[src/rtl/plseq_pkg.sv]
package plseq_pkg;
  localparam int NUM_LVL   = 5;
  localparam int NUM_REQ   = 5;
  localparam int NUM_MASK  = NUM_LVL - 1;
  localparam int UTIL_W    = NUM_MASK + 2;

  typedef logic [2:0] lvl_t;

  typedef struct packed {
    logic czWrEn;
    logic l1Entry;
    logic l5Exit;
    lvl_t curLvl;
  } seq_strobe_t;
endpackage

[src/rtl/plseq_ctrl.sv]
module plseq_ctrl
  import plseq_pkg::*;
(
  input  logic                clk,
  input  logic                rstN,
  input  logic [NUM_MASK-1:0] reqPend,
  input  logic                maskWr,
  input  logic [NUM_MASK-1:0] maskData,
  input  logic                exitLvl,
  input  logic                czWr,
  output seq_strobe_t         strb,
  output lvl_t                curLevel,
  output logic [NUM_MASK-1:0] maskQ
);
  // act[i] is the active flag of level i+1; level 5 has no flag
  logic [NUM_MASK-1:0] act;
  logic [NUM_MASK-1:0] actNext;
  logic [NUM_LVL-1:0]  maskFull;
  logic [NUM_LVL-1:0]  elig;
  lvl_t                cur;

  assign maskFull = {maskQ, 1'b0};

  always_comb begin
    for (int i = 0; i < NUM_MASK; i++) elig[i] = act[i] & ~maskFull[i];
    elig[NUM_LVL-1] = ~maskFull[NUM_LVL-1];
  end

  always_comb begin
    cur = '0;
    for (int i = NUM_LVL-1; i >= 0; i--) begin
      if (elig[i]) cur = lvl_t'(i + 1);
    end
  end

  always_comb begin
    for (int i = 0; i < NUM_MASK; i++) begin
      actNext[i] = (act[i] & ~(exitLvl && (cur == lvl_t'(i + 1))))
                 | (reqPend[i] & ~maskFull[i]);
    end
  end

  always_ff @(posedge clk) begin
    if (!rstN) begin
      act   <= '0;
      maskQ <= '0;
    end else begin
      act <= actNext;
      if (maskWr) maskQ <= maskData;
    end
  end

  assign curLevel     = cur;
  assign strb.czWrEn  = czWr && (cur != '0);
  assign strb.l1Entry = reqPend[0] && !act[0];
  assign strb.l5Exit  = exitLvl && (cur == lvl_t'(NUM_LVL));
  assign strb.curLvl  = cur;
endmodule

[src/rtl/plseq_dpath.sv]
module plseq_dpath
  import plseq_pkg::*;
#(
  parameter int ADDR_W     = 16,
  parameter int REG_W      = 8,
  parameter int VALID_REGS = 96
) (
  input  logic                clk,
  input  logic                rstN,
  input  seq_strobe_t         strb,
  input  logic [NUM_REQ-1:0]  reqSet,
  input  logic [NUM_REQ-1:0]  reqClr,
  input  logic                ioCheck,
  input  logic                inStrobe,
  input  logic [REG_W-1:0]    inAddr,
  input  logic [ADDR_W-1:0]   instrAddr,
  input  logic [1:0]          czData,
  output logic [NUM_MASK-1:0] reqPend,
  output logic                grp1IoChk,
  output logic [3:0]          grp2,
  output logic [1:0]          czOut,
  output logic [UTIL_W-1:0]   utilStat,
  output logic [ADDR_W-1:0]   lastAddr
);
  logic [NUM_REQ-1:0]   reqQ;
  logic [NUM_REQ-1:0]   reqHw;
  logic                 badIn;
  logic [2*NUM_LVL-1:0] czFlat;
  logic [UTIL_W-1:0]    utilQ;
  logic [ADDR_W-1:0]    lastQ;

  assign badIn = inStrobe && (int'(inAddr) >= VALID_REGS);
  assign reqHw = {strb.l5Exit, 3'b000, ioCheck | badIn};

  always_ff @(posedge clk) begin
    if (!rstN) reqQ <= '0;
    else       reqQ <= (reqQ & ~reqClr) | reqSet | reqHw;
  end

  // level 4 runs for either its program request or its service request
  assign reqPend = {reqQ[3] | reqQ[4], reqQ[2], reqQ[1], reqQ[0]};

  for (genvar g = 0; g < NUM_LVL; g++) begin : g_czBank
    logic [1:0] bankQ;
    always_ff @(posedge clk) begin
      if (!rstN) bankQ <= '0;
      else if (strb.czWrEn && (strb.curLvl == lvl_t'(g + 1))) bankQ <= czData;
    end
    assign czFlat[2*g +: 2] = bankQ;
  end

  always_comb begin
    czOut = '0;
    for (int i = 0; i < NUM_LVL; i++) begin
      if (strb.curLvl == lvl_t'(i + 1)) czOut = czFlat[2*i +: 2];
    end
  end

  always_ff @(posedge clk) begin
    if (!rstN) begin
      utilQ <= '0;
      lastQ <= '0;
    end else begin
      if (strb.l1Entry) begin
        case (strb.curLvl)
          3'd2:    utilQ <= {2'b00, 4'b0001};
          3'd3:    utilQ <= {2'b00, 4'b0010};
          3'd4:    utilQ <= {2'b00, 4'b0100};
          3'd5:    utilQ <= {czFlat[2*(NUM_LVL-1) +: 2], 4'b1000};
          default: utilQ <= utilQ;
        endcase
      end
      if (badIn) lastQ <= instrAddr;
    end
  end

  assign grp1IoChk = reqQ[0];
  assign grp2      = reqQ[4:1];
  assign utilStat  = utilQ;
  assign lastAddr  = lastQ;
endmodule

[src/rtl/prio_level_seq.sv]
module prio_level_seq
  import plseq_pkg::*;
#(
  parameter int ADDR_W     = 16,
  parameter int REG_W      = 8,
  parameter int VALID_REGS = 96
) (
  input  logic              clk,
  input  logic              rstN,
  input  logic [4:0]        reqSet,
  input  logic [4:0]        reqClr,
  input  logic              ioCheck,
  input  logic              maskWr,
  input  logic [3:0]        maskData,
  input  logic              exitLvl,
  input  logic              czWr,
  input  logic [1:0]        czData,
  input  logic              inStrobe,
  input  logic [REG_W-1:0]  inAddr,
  input  logic [ADDR_W-1:0] instrAddr,
  output logic [2:0]        curLevel,
  output logic [1:0]        czOut,
  output logic              grp1IoChk,
  output logic [3:0]        grp2,
  output logic [5:0]        utilStat,
  output logic [ADDR_W-1:0] lastAddr
);
  seq_strobe_t         strb;
  logic [NUM_MASK-1:0] reqPend;
  logic [NUM_MASK-1:0] maskQ;

  plseq_ctrl u_ctrl (
    .clk      (clk),
    .rstN     (rstN),
    .reqPend  (reqPend),
    .maskWr   (maskWr),
    .maskData (maskData),
    .exitLvl  (exitLvl),
    .czWr     (czWr),
    .strb     (strb),
    .curLevel (curLevel),
    .maskQ    (maskQ)
  );

  plseq_dpath #(
    .ADDR_W     (ADDR_W),
    .REG_W      (REG_W),
    .VALID_REGS (VALID_REGS)
  ) u_dpath (
    .clk       (clk),
    .rstN      (rstN),
    .strb      (strb),
    .reqSet    (reqSet),
    .reqClr    (reqClr),
    .ioCheck   (ioCheck),
    .inStrobe  (inStrobe),
    .inAddr    (inAddr),
    .instrAddr (instrAddr),
    .czData    (czData),
    .reqPend   (reqPend),
    .grp1IoChk (grp1IoChk),
    .grp2      (grp2),
    .czOut     (czOut),
    .utilStat  (utilStat),
    .lastAddr  (lastAddr)
  );
endmodule

[config.mk]
export PLATFORM = sky130hd
export DESIGN_NAME = prio_level_seq
export DESIGN_NICKNAME = d
export VERILOG_FILES = /design/src/rtl/plseq_pkg.sv /design/src/rtl/plseq_ctrl.sv /design/src/rtl/plseq_dpath.sv /design/src/rtl/prio_level_seq.sv
export SDC_FILE = /design/constraint.sdc
export NUM_CORES = 1
export LEC_CHECK = 0
export BUFFER_PORTS_ARGS = -buffer_cell sky130_fd_sc_hd__buf_2
export CAP_MARGIN = 20
export CORE_UTILIZATION = 43
export DETAILED_ROUTE_END_ITERATION = 8
export PLACE_DENSITY = 0.74
export SETUP_SLACK_MARGIN = 0.15
export SLEW_MARGIN = 0
export SYNTH_ARGS = -nofsm -noshare
export SYNTH_HDL_FRONTEND = slang
export SYNTH_SLANG_ARGS = --single-unit
[constraint.sdc]
create_clock -name clk -period 1.35 [get_ports clk]
set_clock_uncertainty 0.05 [all_clocks]
set_input_delay 0.135 -clock clk [delete_from_list [all_inputs] [get_ports clk]]
set_output_delay 0.135 -clock clk [all_outputs]
set_load 0.02 [all_outputs]
==> out/metrics.csv <==
metric,value,unit
dp.cells,363,
slew_violations,0,
cts_tree,built,
vias,1947,
violations,setup timing,
synthFlopType,dfxtp_1,
die_width,69.4,µm
dieArea,4820,µm²
cts_buffers,5,
finalCriticalPeriod,1.80,ns
worst_pin_slew,0.278,ns
clock_path_buffers,2,
port-buffer-count,73,
yosysTopAreaCellShare,46.1,%
critPathKind,reg2out,
grt_max_degree,17,
timing.reg2reg.setup_slack,-0.31,ns
r2r-start,u_ctrl.act[3],
regArea,908,µm²
status,finished with violations,
ys_warn_count,0,
cp.required,1.16,ns
p_leak,1.33,nW
arrival,1.61,ns
async_flop_share,0,%
final_cell_mix,"68 x buf_2, 48 x nand2_1, 39 x dfxtp_1, 31 x buf_4, 19 x nor2b_1",
drt_iter0_drc,60,
fin_crit_sh,133,%
slowest_delay,0.41,ns
row_count,24,
nets,377,
whs_endpoint,u_dpath.reqQ[1],
nFillCells,342,
area_delta_synth_final,54.0,%
drive_gt1_share,47.0,%
rsz0062_at_grt,yes,
p_per_area,1050,nW/µm²
clock.fmax,556,MHz
htreeDepth,2,
final_common_cell,buf_2,
crit_chain,nor2b_4 > or3_4 > a2bb2oi_2 > a21oi_2 > buf_6,
post_dp_cell_area,2620,µm²
ys_seq_elements,45,
start_util,44.9,%
synth_seq_area_share,46.1,%
yosys.area.top_type,dfxtp_1,
grt_first_pass_wirelength,8660,µm
path_max_fanout,4,
multi_input_area,1160,µm²
critPathTopFamily,simple AND/OR/NAND/NOR gates,
reg2reg_to,u_dpath.utilStat[1],
syn_inst,221,
synthTopCellsByArea,"dfxtp_1 46%, nand2_1 9.2%, a21boi_0 7.3%",
core-area,4350,µm²
drt-total-wl,5540,µm
max-vdd-ir-drop,0.903,mV
max_cap_viol_count,0,
gp_congestion,0.810,
diodes,0,
fin_util,69.1,%
clk-insertion-delay-late,0.30,ns
wl_per_cell,14.5,µm
worstHoldStart,reqSet[1],
finalNonFillerCells,382,
vias_per_cell,5.10,
pin_count,79,
worstSetupEndpointType,output pin,
hold_viol_final,0,
power,3.15,mW
synth_area,1950,µm²
dpl.hpwl,3660,µm
stdcell_area,3010,µm²
cp_num_buf_inv,1,
die_h,69.4,µm
clock-root-buffer,clkbuf_8,
setup_viol,19,
finalWorstSetupSlack,-0.449,ns
ys_types,36,
reg2regPathDepth,9,
cp-start-kind,register,
syn_nets,268,
dr.pass1.iters,4,
overflow,0,
clkTransAtPathRegs,0.08,ns
syn_area_per_cell,8.84,µm²
slowest_stage,or3_4,
cts.sinks,45,
min_delay_path_depth,2,
grt_pass1_vias,1891,
antenna_left,0,
hold_class,in2reg,
synth_edf_count,0,
grt_usage,22.8,%
antenna_found_initial,0,
drc,0,
max_slew_margin,81.4,%
[report_power, final]
part | switching (mW) | total [mW] | internal, mW
clock network | 0.422 | 0.829 | 0.406
registers | 0.0490 | 1.45 | 1.40
logic | 0.427 | 0.868 | 0.441
total | 0.898 | 3.15 | 2.25
[sequential cells by signal, summed over array words and instances (netlist names)]
signal                  count
u_ctrl.act                  4
u_ctrl.maskQ                4
u_dpath.g_czBank.bankQ     10
u_dpath.lastAddr           16
u_dpath.reqQ                5
u_dpath.utilStat            6
[synthesized netlist by cell type (4+ instances only)]
cell type / number
nor2b_1: 20
a21oi_1: 7
buf_2: 5
nand2_1: 48
nand2b_1: 5
clkbuf_1: 6
a21boi_1: 4
o21a_1: 4
o21ai_0: 5
dfxtp_1: 45
nor2_1: 5
a21boi_0: 19
nand3_1: 10
mux2i_1: 11
[routing by layer]
metal / wire length, µm / part of all wire [%] / GRT usage (%) / vias to the layer above
met5: 0 / 0 / 0 / -
met4: 153 / 2.8 / 9.52 / 0
met3: 229 / 4.1 / 5.81 / 11
met2: 2820 / 51 / 38.2 / 52
met1: 2340 / 42 / 27.8 / 919
li1: - / - / - / 965
[through the flow]
stage	setup WS [ns]	hold slack [ns]	setup TNS (ns)
finish	-0.449	0.00386	-4.18
CTS	-0.433	0.00101	-3.86
global placement	-0.163	0.294	-0.887
global route	-0.489	0.00422	-5.43
detailed placement	-0.192	0.300	-1.22
floorplan	-0.0788	0.209	-0.182
[cell families after synthesis]
group,share of synthesized area [%]
flip-flops,46.1
multiplexers,5.63
AND/OR/NAND/NOR,25.7
AO/OA/AOI/OAI,19.1
buffers and inverters,3.46
[repair_timing]
item                                    4_1_cts  5_1_grt
endpoints found under the setup margin       22       22
buffers inserted                              6        4
hold buffers                                  2        0
hold endpoints to repair                      2        0
pin swaps                                    11        6
resized for setup                            28       24
[how the worst max path moves through the flow]
stage	startpoint	end	slack [ns]	cells after the start
after floorplan	u_ctrl.act[3]	czOut[1]	-0.08	5
after CTS	u_ctrl.act[2]	czOut[0]	-0.43	5
after global routing	u_ctrl.maskQ[1]	czOut[0]	-0.49	6
after global placement	u_ctrl.act[3]	czOut[1]	-0.16	6
final	u_ctrl.act[2]	czOut[0]	-0.45	5
after detailed placement	u_ctrl.act[3]	czOut[1]	-0.19	6
[layout make-up]
class / count / share of cell area, %
Tap cell: 52 / 2.16
Inverter: 3 / 0.374
Multi-Input combinational cell: 160 / 38.5
Clock buffer: 7 / 2.87
Timing Repair Buffer: 115 / 25.9
Sequential cell: 45 / 30.2
[worst reg2reg max path: cells and delay by family, from the launching register on]
family	cells	cell delay [ns]
buffers and inverters	5	0.68
DFF	1	0.33
AOI/OAI and AO/OA	2	0.29
and+or+nand+nor	2	0.26
(Power assumes the default switching activity.)
